===== src/rtl/alu_share_pkg.sv =====
package alu_share_pkg;
    localparam int DATA_W = 16;
    localparam int OP_W   = 3;
    localparam int FN_W   = 4;

    typedef enum logic [OP_W-1:0] {
        OPC_SUM   = 3'b000,
        OPC_DIFF  = 3'b001,
        OPC_BITW  = 3'b010,
        OPC_REL   = 3'b011,
        OPC_ROT   = 3'b100
    } op_class_e;

    typedef enum logic [FN_W-1:0] {
        BW_AND  = 4'b0000,
        BW_OR   = 4'b0001,
        BW_NAND = 4'b0010,
        BW_NOR  = 4'b0011,
        BW_XOR  = 4'b0100,
        BW_XNOR = 4'b0101
    } bitw_fn_e;

    typedef enum logic [FN_W-1:0] {
        RL_GT = 4'b0000,
        RL_LT = 4'b0001,
        RL_GE = 4'b0010,
        RL_LE = 4'b0011,
        RL_EQ = 4'b0100,
        RL_NE = 4'b0101
    } rel_fn_e;
endpackage


===== src/rtl/alu_share_addsub.sv =====
module alu_share_addsub #(
    parameter int W = 16
) (
    input  logic [W-1:0] a,
    input  logic [W-1:0] b,
    input  logic         minus,
    output logic [W-1:0] y
);
    logic [W-1:0] b_eff;

    always_comb begin
        b_eff = minus ? ~b : b;
        y     = a + b_eff + {{(W-1){1'b0}}, minus};
    end
endmodule


===== src/rtl/alu_share_bitw.sv =====
module alu_share_bitw #(
    parameter int W  = 16,
    parameter int FW = 4
) (
    input  logic [W-1:0]  a,
    input  logic [W-1:0]  b,
    input  logic [FW-1:0] fn,
    output logic [W-1:0]  y
);
    import alu_share_pkg::*;

    always_comb begin
        unique case (fn)
            BW_AND:  y = a & b;
            BW_OR:   y = a | b;
            BW_NAND: y = ~(a & b);
            BW_NOR:  y = ~(a | b);
            BW_XOR:  y = a ^ b;
            BW_XNOR: y = ~(a ^ b);
            default: y = '0;
        endcase
    end
endmodule


===== src/rtl/alu_share_rel.sv =====
module alu_share_rel #(
    parameter int W  = 16,
    parameter int FW = 4
) (
    input  logic [W-1:0]  a,
    input  logic [W-1:0]  b,
    input  logic [FW-1:0] fn,
    output logic [W-1:0]  y
);
    import alu_share_pkg::*;

    logic lt_s, eq_s, hit;

    always_comb begin
        lt_s = $signed(a) < $signed(b);
        eq_s = (a == b);
        unique case (fn)
            RL_GT:   hit = !lt_s && !eq_s;
            RL_LT:   hit = lt_s;
            RL_GE:   hit = !lt_s;
            RL_LE:   hit = lt_s || eq_s;
            RL_EQ:   hit = eq_s;
            RL_NE:   hit = !eq_s;
            default: hit = 1'b0;
        endcase
        y = {{(W-1){1'b0}}, hit};
    end
endmodule


===== src/rtl/alu_share.sv =====
module alu_share #(
    parameter int WIDTH = alu_share_pkg::DATA_W,
    parameter int OPW   = alu_share_pkg::OP_W,
    parameter int FNW   = alu_share_pkg::FN_W
) (
    input  logic [WIDTH-1:0] opnd_a,
    input  logic [WIDTH-1:0] opnd_b,
    input  logic [OPW-1:0]   op_sel,
    input  logic [FNW-1:0]   fn_code,
    output logic [WIDTH-1:0] res
);
    import alu_share_pkg::*;

    logic [WIDTH-1:0] arith_y, bitw_y, rel_y, rot_y;
    logic             minus;

    assign minus = (op_sel == OPC_DIFF);

    alu_share_addsub #(.W(WIDTH)) u_addsub (
        .a(opnd_a), .b(opnd_b), .minus(minus), .y(arith_y)
    );

    alu_share_bitw #(.W(WIDTH), .FW(FNW)) u_bitw (
        .a(opnd_a), .b(opnd_b), .fn(fn_code), .y(bitw_y)
    );

    alu_share_rel #(.W(WIDTH), .FW(FNW)) u_rel (
        .a(opnd_a), .b(opnd_b), .fn(fn_code), .y(rel_y)
    );

    assign rot_y = {opnd_a[WIDTH-2:0], opnd_a[WIDTH-1]};

    always_comb begin
        unique case (op_sel)
            OPC_SUM, OPC_DIFF: res = arith_y;
            OPC_BITW:          res = bitw_y;
            OPC_REL:           res = rel_y;
            OPC_ROT:           res = rot_y;
            default:           res = '0;
        endcase
    end
endmodule


===== config.mk =====
export PLATFORM = sky130hd
export DESIGN_NAME = alu_share
export DESIGN_NICKNAME = d
export VERILOG_FILES = /design/src/rtl/alu_share_pkg.sv /design/src/rtl/alu_share_addsub.sv /design/src/rtl/alu_share_bitw.sv /design/src/rtl/alu_share_rel.sv /design/src/rtl/alu_share.sv
export SDC_FILE = /design/constraint.sdc
export NUM_CORES = 1
export LEC_CHECK = 0
export ABC_AREA = 1
export BUFFER_PORTS_ARGS = -buffer_cell sky130_fd_sc_hd__buf_2
export CORE_UTILIZATION = 59
export DETAILED_ROUTE_END_ITERATION = 10
export PLACE_DENSITY = 0.9
export SYNTH_ARGS = -nofsm -noshare
export SYNTH_HDL_FRONTEND = slang
export SYNTH_SLANG_ARGS = --single-unit

===== constraint.sdc =====
create_clock -name vclk -period 2.6
set_clock_uncertainty 0.05 [all_clocks]
set_input_delay 0.26 -clock vclk [all_inputs]
set_output_delay 0.26 -clock vclk [all_outputs]
set_load 0.05 [all_outputs]

==> out/results.env, run 1 <==
STATUS='complete, but fails checks'
FAILED_CHECKS='negative setup slack'
WORSTPATHARRIVAL_NS=2.54
POST-ROUTE-CELL-AREA_UM2=3660
TIMING.HOLD.WORST_ENDPOINT='res[13]'
PLACE_INST=577
FINAL_COUNT_OF_NEGATIVE_SETUP_SLACK_ENDPOINTS=11
SYNTH-SEQ-AREA-SHARE_PCT=0
TOTAL_LEAKAGE_POWER_nW=1.97
FIRST_GLOBAL_VIAS=3396
CTS_HOLD_BUFFERS=0
POWER_DENSITY_nW_PER_UM2=260
CP.BUFFERS_INVERTERS=4
GRT_FIRST_PASS_WIRELENGTH_UM=14600
PLACE_CONGESTION=0.990
DIE_H_UM=69.2
FP.DIEAREA_UM2=4790
STARTPOINT_TYPE='input pin'
PATH_TYPE_OF_THE_WORST_SETUP_PATH='in -> out'
FINALSETUPTNS_NS=-1.48
PRECTSSETUPSLACK_NS=-0.234
FMAX_MHz=351
CRITICAL-PATH-TOP-DELAY-FAMILY='compound AO/OA/AOI/OAI gates'
PLACED_CELL_AREA_UM2=3280
CP_MAX_FO=7
NCLKBUFFERS=0
MAX-CAP-VIOLATIONS=0
DRT.ANTENNA.VIOLATING_NETS=0
GRT_SETUP_UNREPAIRED='yes'
WORST_EP_REQUIRED_TIME_NS=2.29
YS.WARNINGS.COUNT=0
DETAILED_PLACE_HPWL_UM=6800
POST_SYNTH.CELL_AREA_AVG_UM2=6.00
FINAL_CORE_UTIL_PCT=84.0
MIN_DELAY_PATH_DEPTH=4
DETAIL_ROUTE.ITER0.VIOLATIONS=544
GRT_START_MAX_NET_PINS=13
ROUTE.VIAS.TOTAL=3712
SYN_AREA_UM2=2670
INITIAL_CORE_UTIL_PCT=61.2
FINALPOWER_uW=952
SYNTHTOLAYOUTAREAGROWTH_PCT=37.2
FINAL_PERIOD_MINUS_WORST_SETUP_SLACK_NS=2.85
YS_TYPES=35
MIN-DELAY-PATH-CLASS='in -> out'
SEQCELLAREA_UM2=0
TIMING.CRITICAL_PATH.CELLS='buf_6 > nor2_4 > nand2_8 > xor2_1 > ha_1 > a21oi_2 > buf_4 > o21ai_1 > inv_1 > o21ai_1 > nor2_1 > o21ai_2 > buf_4'
FINAL_MAX_SLEW_VIOL_COUNT=0
MOST_FREQUENT_CELLS_IN_THE_LAYOUT='sky130_fd_sc_hd__nand2_1, sky130_fd_sc_hd__inv_1, sky130_fd_sc_hd__ha_1'
FINAL_CELLS=585
LAYOUT.NETS=637
HOLD_PATH.STARTPOINT='opnd_a[12]'
SYNTH_FP_NETS=546
ROUTE.DETAILED.DRC=0
LAYOUT_COMMONEST_CELL='sky130_fd_sc_hd__nand2_1'
GRT_ANTENNA_BEFORE_REPAIR=0
CRIT_SLOWEST_CELL='sky130_fd_sc_hd__ha_1'
SLEW-LIMIT-HEADROOM_PCT=56.9
WORSTSETUPENDPOINTTYPE='output pin'
WORST-SLEW-PIN-TRANSITION_NS=0.646
VIA_DENSITY_PER_INSTANCE=6.35
FINAL-HOLD-VIOLATION-COUNT=0
IO-PIN-COUNT=55
GRT_USAGE_PCT=36.1
WORST_HOLD_SLACK_NS=0.927
MAX_INCR_DELAY_ON_CP_NS=0.39
YS_TOP_CELLS_BY_AREA='sky130_fd_sc_hd__ha_1, sky130_fd_sc_hd__nand2_1, sky130_fd_sc_hd__inv_1'
YOSYS.AREA.TOP_TYPE='sky130_fd_sc_hd__ha_1'
LAYOUT_SETUP_WS_NS=-0.251
BUFFER_PORTS.INSERTED=55
DRT-WIRELENGTH-PER-CELL_UM=18.0
ROUTE.FINAL.WIRE_LENGTH_UM=10500
LAYOUT_WORST_PATH_CYCLE_SHARE_PCT=110
FLOORPLAN.ROWS=24
YOSYS.AREA.TOP_TYPE_SHARE_PCT=29.1
CORE_REGION_AREA_UM2=4350
DIEWIDTH_UM=69.2
SYNTHESIS.INSTANCES=444
DIODES=0
DETAILEDROUTE.FIRSTPASSITERATIONCOUNT=7
LAYOUT.SEQUENTIAL_CELLS=0
WORST_IR_DROP_VDD_mV=0.156
OVERFLOW=0
FINAL_LAYOUT_SIZE_SUFFIX_GT1_SHARE_PCT=29.1
power by group:
part	total (mW)	leakage, nW	internal, mW	switching [mW]
clock	0	0	0	0
sequential	0	0	0	0
combinational	0.952	1.97	0.365	0.587
how the worst max path moves through the flow:
| stage | start | end | slack [ns] | cells after the start |
|---|---|---|---|---|
| floorplan | op_sel[2] | res[10] | -0.03 | 12 |
| global placement | op_sel[2] | res[14] | -0.13 | 16 |
| detailed placement | op_sel[2] | res[14] | -0.23 | 16 |
| CTS | op_sel[1] | res[15] | -0.11 | 15 |
| global route | op_sel[2] | res[9] | -0.32 | 13 |
| finish | op_sel[2] | res[9] | -0.25 | 13 |
repair_timing:
item                                    4_1_cts  5_1_grt
pin swaps                                    13       35
endpoints found under the setup margin       11       13
gates cloned                                  1        0
resized for setup                            35       55
buffers inserted                              0        7
cells by family (layout without fill, tap and decap cells):
logic type,count (synthesis),after routing,synth area share (%)
xor+xnor,18,18,5.92
compound gates,118,118,26.9
fa+ha+maj,63,63,29.9
simple gates,164,165,25.6
buf+inv,81,169,11.7
Yosys cell counts, drive strengths merged (6+ instances only):
cell    instances
nor3            7
nand2          94
o21ai          38
a21oi          38
xor2           17
nor2           40
nand3          18
inv            70
ha             62
o211ai         15
clkbuf          6
a221oi          9
final cells by class:
cell class | count | area, µm²
Multi-Input combinational cell | 364 | 2620
Tap cell | 52 | 65.1
Timing Repair Buffer | 98 | 699
Inverter | 71 | 272
Fill cell | 252 | 698
worst min-delay path, stage by stage:
cell,delay [ns]
sky130_fd_sc_hd__buf_2,0.14
sky130_fd_sc_hd__a21oi_1,0.09
sky130_fd_sc_hd__nand2_1,0.08
sky130_fd_sc_hd__buf_6,0.15
layer usage:
| layer | part of all wire, % | GRT usage (%) |
|---|---|---|
| met5 | 0 | 0 |
| met4 | 6.8 | 19.5 |
| met3 | 8.6 | 2.76 |
| met2 | 47 | 64.9 |
| met1 | 38 | 42.2 |
No activity file was read; power rests on OpenSTA's default activity.
==> run 2, diff against run 1 <==
Settings changed: ABC_AREA 1 to default, CORE_MARGIN from default to 2, CORE_UTILIZATION 59 to 64, PLACE_DENSITY 0.9 to 0.95.
Clock period 2.6 ns to 3.29 ns, I/O delays scaled along.
==> out/results.env, run 2 <==
STATUS='complete, but fails checks'
FAILED_CHECKS='negative setup slack'
WORSTSETUPENDPOINTTYPE='output pin'
FINAL_MAX_SLEW_VIOL_COUNT=0  # unchanged
YOSYS.AREA.TOP_TYPE_SHARE_PCT=28.2  # -0.94 points
SYN_AREA_UM2=2750  # +3.3%
ROUTE.VIAS.TOTAL=3488  # -6.0%
WORST_IR_DROP_VDD_mV=0.139  # -11%
TOTAL_LEAKAGE_POWER_nW=1.81  # -8.1%
GR-USAGE-MET3_PCT=3.92  # +1.2 points
PRECTSSETUPSLACK_NS=-0.320  # -0.0856 ns
YS.WARNINGS.COUNT=0  # unchanged
DIE_H_UM=69.6  # +0.56%
LAYOUT_COMMONEST_CELL='sky130_fd_sc_hd__ha_1'
MAX_INCR_DELAY_ON_CP_NS=0.37  # -0.02 ns
POST_SYNTH.CELL_AREA_AVG_UM2=7.17  # +19%
SYNTH.AREA.MUX_SHARE_PCT=6.91  # +6.9 points
DETAILEDROUTE.FIRSTPASSITERATIONCOUNT=5  # -2
LAYOUT.SEQUENTIAL_CELLS=0  # unchanged
WORSTPATHARRIVAL_NS=3.22  # +0.68 ns
IO-PIN-COUNT=55  # unchanged
WORST_EP_REQUIRED_TIME_NS=2.91  # +0.62 ns
FP.DIEAREA_UM2=4840  # +1.1%
BUFFER_PORTS.INSERTED=55  # unchanged
YOSYS.AREA.TOP_TYPE='sky130_fd_sc_hd__ha_1'
YS_TYPES=47  # +34%
PATH_TYPE_OF_THE_WORST_SETUP_PATH='in -> out'
TIMING.CRITICAL_PATH.CELLS='buf_6 > buf_6 > nor2_4 > and2_4 > buf_8 > buf_6 > xnor2_1 > ha_1 > a21oi_1 > o21ai_0 > a31oi_1 > o31a_1 > o21a_4 > a211oi_2 > a311o_1 > buf_6'
LAYOUT_WORST_PATH_CYCLE_SHARE_PCT=109
GRT_FIRST_PASS_WIRELENGTH_UM=13900  # -4.4%
NCLKBUFFERS=0  # unchanged
ROUTE.DETAILED.DRC=0  # unchanged
DIEWIDTH_UM=69.6  # +0.56%
GRT_SETUP_UNREPAIRED='yes'
OVERFLOW=0  # unchanged
YS_TOP_CELLS_BY_AREA='sky130_fd_sc_hd__ha_1, sky130_fd_sc_hd__xnor2_1, sky130_fd_sc_hd__inv_1'
SYNTH_XOR_AREA_SHARE_PCT=17.8  # +12 points
SYNTHESIS.INSTANCES=384  # -14%
LAYOUT_SETUP_WS_NS=-0.307  # -0.0554 ns
GR-USAGE-MET2_PCT=63.2  # -1.7 points
GRT_ANTENNA_BEFORE_REPAIR=0  # unchanged
FLOORPLAN.ROWS=23  # -4.2%
SYNTHTOLAYOUTAREAGROWTH_PCT=31.0
ROUTE.FINAL.WIRE_LENGTH_UM=10700  # +2.0%
DIODES=0  # unchanged
GRT_START_MAX_NET_PINS=22  # +9
FMAX_MHz=278
VIA_DENSITY_PER_INSTANCE=6.80  # +7.2%
POST-SYNTH-TOP-COUNT-CELL='sky130_fd_sc_hd__ha_1'
SEQCELLAREA_UM2=0  # unchanged
STARTPOINT_TYPE='input pin'
MULTIINPUTGATEAREA_UM2=2630  # +0.53%
FINAL_PERIOD_MINUS_WORST_SETUP_SLACK_NS=3.60
MIN-DELAY-PATH-CLASS='in -> out'
DETAIL_ROUTE.ITER0.VIOLATIONS=486  # -11%
SYNTH_FP_NETS=486  # -11%
PLACE_CONGESTION=0.874  # -12%
DRT-WIRELENGTH-PER-CELL_UM=21.0  # +16%
PATH_COMMON_CELL='sky130_fd_sc_hd__buf_6'
FINAL-HOLD-VIOLATION-COUNT=0  # unchanged
DETAILED_PLACE_HPWL_UM=6260  # -8.0%
POWER_DENSITY_nW_PER_UM2=234  # -10%
CRITICAL-PATH-TOP-DELAY-FAMILY='compound AO/OA/AOI/OAI gates'
WORST-SLEW-PIN-TRANSITION_NS=0.900  # +0.254 ns
FINALSETUPTNS_NS=-1.20  # +0.282 ns
FILLERINSTANCES=171  # -32%
CRIT_SLOWEST_CELL='sky130_fd_sc_hd__ha_1'
TOP_USAGE_LAYER='met2'
CTS_HOLD_BUFFERS=0  # unchanged
SLEW-LIMIT-HEADROOM_PCT=40.0  # -17 points
YOSYS.AREA_SHARE.SIMPLE_PCT=12.4  # -13 points
GRTUSAGEMET1_PCT=38.6  # -3.5 points
DRT.ANTENNA.VIOLATING_NETS=0  # unchanged
GRT_USAGE_PCT=34.2  # -2.0 points
FINAL_LAYOUT_SIZE_SUFFIX_GT1_SHARE_PCT=27.6  # -1.4 points
INITIAL_CORE_UTIL_PCT=67.9  # +6.7 points
CP.BUFFERS_INVERTERS=5  # +1
MOST_FREQUENT_CELLS_IN_THE_LAYOUT='sky130_fd_sc_hd__ha_1, sky130_fd_sc_hd__inv_1, sky130_fd_sc_hd__xnor2_1'
SYNTH_TOP_FAMILY_BY_AREA='adder cells'
SYNTH-SEQ-AREA-SHARE_PCT=0  # unchanged
SYNTH-COMPOUND-AREA-SHARE_PCT=23.3  # -3.6 points
YS_TOP_CELLS_BY_COUNT='sky130_fd_sc_hd__ha_1, sky130_fd_sc_hd__inv_1, sky130_fd_sc_hd__xnor2_1, sky130_fd_sc_hd__a21oi_1, sky130_fd_sc_hd__mux2i_1'
LAYOUT.NETS=567  # -11%
FINAL_COUNT_OF_NEGATIVE_SETUP_SLACK_ENDPOINTS=7  # -4
FIRST_GLOBAL_VIAS=3143  # -7.4%
POST_SYNTH_FA_HA_MAJ_AREA_FRACTION_PCT=28.9  # -0.96 points
CP_MAX_FO=7  # unchanged
MAX-CAP-VIOLATIONS=0  # unchanged
CORE_REGION_AREA_UM2=4060  # -6.8%
[run 2: cell count changes after synthesis, moves of 12 or more]
cell,change
sky130_fd_sc_hd__nor2_1,-21
sky130_fd_sc_hd__o21ai_0,-17
sky130_fd_sc_hd__a21oi_1,-14
sky130_fd_sc_hd__xor2_1,-12
sky130_fd_sc_hd__o22ai_1,+14
sky130_fd_sc_hd__nand2_1,-76
sky130_fd_sc_hd__xnor2_1,+50
sky130_fd_sc_hd__mux2i_1,+19
sky130_fd_sc_hd__o211ai_1,-14
[run 2: worst min-delay path, delay by kind of cell]
family | cells | cell delay, ns
buf+inv | 2 | 0.34
simple gates | 2 | 0.13
[run 2: report_power, final]
| part | total (mW) | internal (mW) | switching (mW) |
|---|---|---|---|
| Clock | 0 | 0 | 0 |
| Sequential | 0 | 0 | 0 |
| Combinational | 0.845 | 0.343 | 0.502 |
| Total | 0.845 | 0.343 | 0.502 |
[run 2: area by class of cell]
| class | instances | area share (%) |
|---|---|---|
| Inverter | 59 | 6.14 |
| Tap cell | 50 | 1.73 |
| Multi-Input combinational cell | 307 | 73.0 |
| Timing Repair Buffer | 97 | 19.1 |
[run 2: repair_timing]
action,CTS,global route
setup buffers,2,10
setup endpoints to repair,7,10
gates resized for setup,22,30
pin swaps,2,17
[run 2: routing by layer]
layer	share of wire, %	wire [µm]
met5	0	0
met4	7.7	832
met3	11	1150
met2	46	5000
met1	35	3780
[run 2: worst paths after layout]
kind      end       from  slack (ns)  cells past startpoint
min    res[4]  opnd_a[3]        1.08                      4
max   res[15]  op_sel[2]       -0.31                     16
[run 2: cell families (layout without fill, tap and decap cells)]
kind of cell               count (synthesis)  after routing
AOI/OAI and AO/OA                        100            100
xor gates and xnor gates                  56             56
adders and majority gates                 63             63
buffers and inverters                     77            156
muxes                                     19             19
and+or+nand+nor                           69             69
[run 2: per-stage QoR]
step,hold slack [ns],area (µm²),utilization (%),std cells,power [mW]
3_5_place_dp,1.04,3310,81.5,501,0.686
5_1_grt,1.07,3610,88.9,513,0.884
2_1_floorplan,0.866,2820,-,384,0.489
6_report,1.08,3610,88.9,513,0.845
4_1_cts,1.04,3390,83.6,503,0.719
3_3_place_gp,1.04,3310,81.5,501,0.653
==> run 3, diff against run 2 <==
--- a/config.mk
+++ b/config.mk
@@ -11,4 +11,5 @@
 export DETAILED_ROUTE_END_ITERATION = 10
 export PLACE_DENSITY = 0.95
+export SETUP_SLACK_MARGIN = 0.05
 export SYNTH_ARGS = -nofsm -noshare
 export SYNTH_HDL_FRONTEND = slang
==> constraint.sdc (replaced) <==
create_clock -name vclk -period 3.29
set_clock_uncertainty 0.05 [all_clocks]
set_input_delay 0.329 -clock vclk [all_inputs]
set_output_delay 0.329 -clock vclk [all_outputs]
set_load 0.005 [all_outputs]
==> out/results.env, run 3 (same netlist as run 2, synthesis figures left out) <==
STATUS='completed'
WORSTPATHARRIVAL_NS=2.82  # -0.40 ns
MAX_INCR_DELAY_ON_CP_NS=0.38  # about the same
GRT_ANTENNA_BEFORE_REPAIR=0  # unchanged
GRT_START_MAX_NET_PINS=21  # -4.5%
FP.DIEAREA_UM2=4840  # unchanged
IO-PIN-COUNT=55  # unchanged
FILLERINSTANCES=266  # +56%
POST-ROUTE-CELL-AREA_UM2=3310  # -8.1%
GRT_SETUP_UNREPAIRED='yes'
CORE_REGION_AREA_UM2=4060  # unchanged
GRT_USAGE_PCT=29.3  # -4.8 points
DIEWIDTH_UM=69.6  # unchanged
FINAL_CORE_UTIL_PCT=81.7  # -7.2 points
DRT.ANTENNA.VIOLATING_NETS=0  # unchanged
DIODES=0  # unchanged
MIN_DELAY_PATH_DEPTH=4  # unchanged
STARTPOINT_TYPE='input pin'
FINAL_COUNT_OF_NEGATIVE_SETUP_SLACK_ENDPOINTS=0  # -7
CRIT_SLOWEST_CELL='sky130_fd_sc_hd__ha_1'
LAYOUT_COMMONEST_CELL='sky130_fd_sc_hd__ha_1'
WORST_EP_REQUIRED_TIME_NS=2.91  # about the same
DETAIL_ROUTE.ITER0.VIOLATIONS=229  # -53%
CP.BUFFERS_INVERTERS=6  # +1
LAYOUT.SEQUENTIAL_CELLS=0  # unchanged
MULTIINPUTGATEAREA_UM2=2510  # -4.8%
NCLKBUFFERS=0  # unchanged
PATH_COMMON_CELL='sky130_fd_sc_hd__buf_4'
PLACED_CELL_AREA_UM2=3200  # -3.3%
ROUTE.VIAS.TOTAL=3131  # -10%
DETAILED_PLACE_HPWL_UM=5610  # -10%
TIMING.HOLD.WORST_ENDPOINT='res[4]'
ROUTE.DETAILED.DRC=0  # unchanged
SYNTHTOLAYOUTAREAGROWTH_PCT=20.4
HOLD_PATH.STARTPOINT='opnd_a[3]'
CRITICAL-PATH-TOP-DELAY-FAMILY='compound AO/OA/AOI/OAI gates'
DRT-WIRELENGTH-PER-CELL_UM=16.2  # -23%
CTS_HOLD_BUFFERS=0  # unchanged
OVERFLOW=0  # unchanged
SLEW-LIMIT-HEADROOM_PCT=60.5  # +20 points
WORSTSETUPENDPOINTTYPE='output pin'
INITIAL_CORE_UTIL_PCT=67.9  # unchanged
WORST_HOLD_SLACK_NS=0.951  # -0.130 ns
FINAL_LAYOUT_SIZE_SUFFIX_GT1_SHARE_PCT=22.2  # -5.5 points
FINAL_PERIOD_MINUS_WORST_SETUP_SLACK_NS=3.20  # -0.398 ns
VIA_DENSITY_PER_INSTANCE=6.25  # -8.1%
LAYOUT_WORST_PATH_CYCLE_SHARE_PCT=97.2  # -12 points
FINAL-HOLD-VIOLATION-COUNT=0  # unchanged
POWER_DENSITY_nW_PER_UM2=180  # -23%
FLOORPLAN.ROWS=23  # unchanged
FMAX_MHz=313  # +12%
TOTAL_LEAKAGE_POWER_nW=1.69  # -6.6%
FIRST_GLOBAL_VIAS=2866  # -8.8%
DETAILEDROUTE.FIRSTPASSITERATIONCOUNT=6  # +1
SEQCELLAREA_UM2=0  # unchanged
WORST_IR_DROP_VDD_mV=0.123  # -12%
MIN-DELAY-PATH-CLASS='in -> out'
LAYOUT.NETS=555  # -2.1%
MOST_FREQUENT_CELLS_IN_THE_LAYOUT='sky130_fd_sc_hd__ha_1, sky130_fd_sc_hd__inv_1, sky130_fd_sc_hd__buf_2'
ROUTE.FINAL.WIRE_LENGTH_UM=8100  # -25%
MAX-CAP-VIOLATIONS=0  # unchanged
CP_MAX_FO=8  # +1
WORST-SLEW-PIN-TRANSITION_NS=0.593  # -0.307 ns
PATH_TYPE_OF_THE_WORST_SETUP_PATH='in -> out'
FINAL_MAX_SLEW_VIOL_COUNT=0  # unchanged
TIMING.CRITICAL_PATH.CELLS='buf_2 > buf_4 > and2_1 > buf_6 > buf_4 > xnor2_1 > ha_1 > a21oi_1 > o21ai_0 > a31oi_1 > o31a_1 > buf_4 > o21ai_1 > xnor2_1 > o21ai_1 > buf_2'
GRT_FIRST_PASS_WIRELENGTH_UM=12400  # -11%
PLACE_CONGESTION=0.896  # +2.6%
BUFFER_PORTS.INSERTED=55  # unchanged
DIE_H_UM=69.6  # unchanged
[run 3: repair_timing]
| action | CTS | global route |
|---|---|---|
| pin swaps | 2 | 8 |
| setup buffers | 0 | 7 |
| endpoints found under the setup margin | 4 | 8 |
| hold endpoints to repair | 0 | 0 |
| resized for setup | 4 | 13 |
[run 3: stage by stage]
stage	cells	total power, mW	setup TNS (ns)	setup slack (ns)
2_1_floorplan	384	0.379	0	0.0704
3_3_place_gp	494	0.522	-0.0684	-0.0371
3_5_place_dp	494	0.545	-0.283	-0.120
4_1_cts	494	0.553	0	0.0617
5_1_grt	501	0.649	-0.0172	-0.0172
6_report	501	0.597	0	0.0909
[run 3: worst max-delay path by stage]
stage / startpoint / to / slack [ns] / cells past startpoint
2_1_floorplan: op_sel[1] / res[12] / 0.07 / 12
3_3_place_gp: opnd_b[0] / res[12] / -0.04 / 11
3_5_place_dp: op_sel[1] / res[14] / -0.12 / 13
4_1_cts: op_sel[1] / res[12] / 0.06 / 11
5_1_grt: op_sel[0] / res[13] / -0.02 / 16
6_report: op_sel[0] / res[13] / 0.09 / 16
[run 3: power breakdown]
group | switching (mW) | total [mW] | internal (mW) | leakage, nW
combinational | 0.327 | 0.597 | 0.270 | 1.69
clock | 0 | 0 | 0 | 0
sequential | 0 | 0 | 0 | 0
[run 3: area by class of cell]
| cell class | instances | area share [%] |
|---|---|---|
| repair buffers | 85 | 15.8 |
| multi-input cells | 307 | 75.7 |
| inverters | 59 | 6.68 |
| well taps | 50 | 1.89 |
[run 3: layer usage]
layer  global-route usage (%)  wire [µm]  up-vias
li1                         -          -     1470
met1                     36.2       3270     1434
met2                     54.2       4040      209
met3                     2.33        687       18
met4                     7.63        100        0
met5                        0          0        -
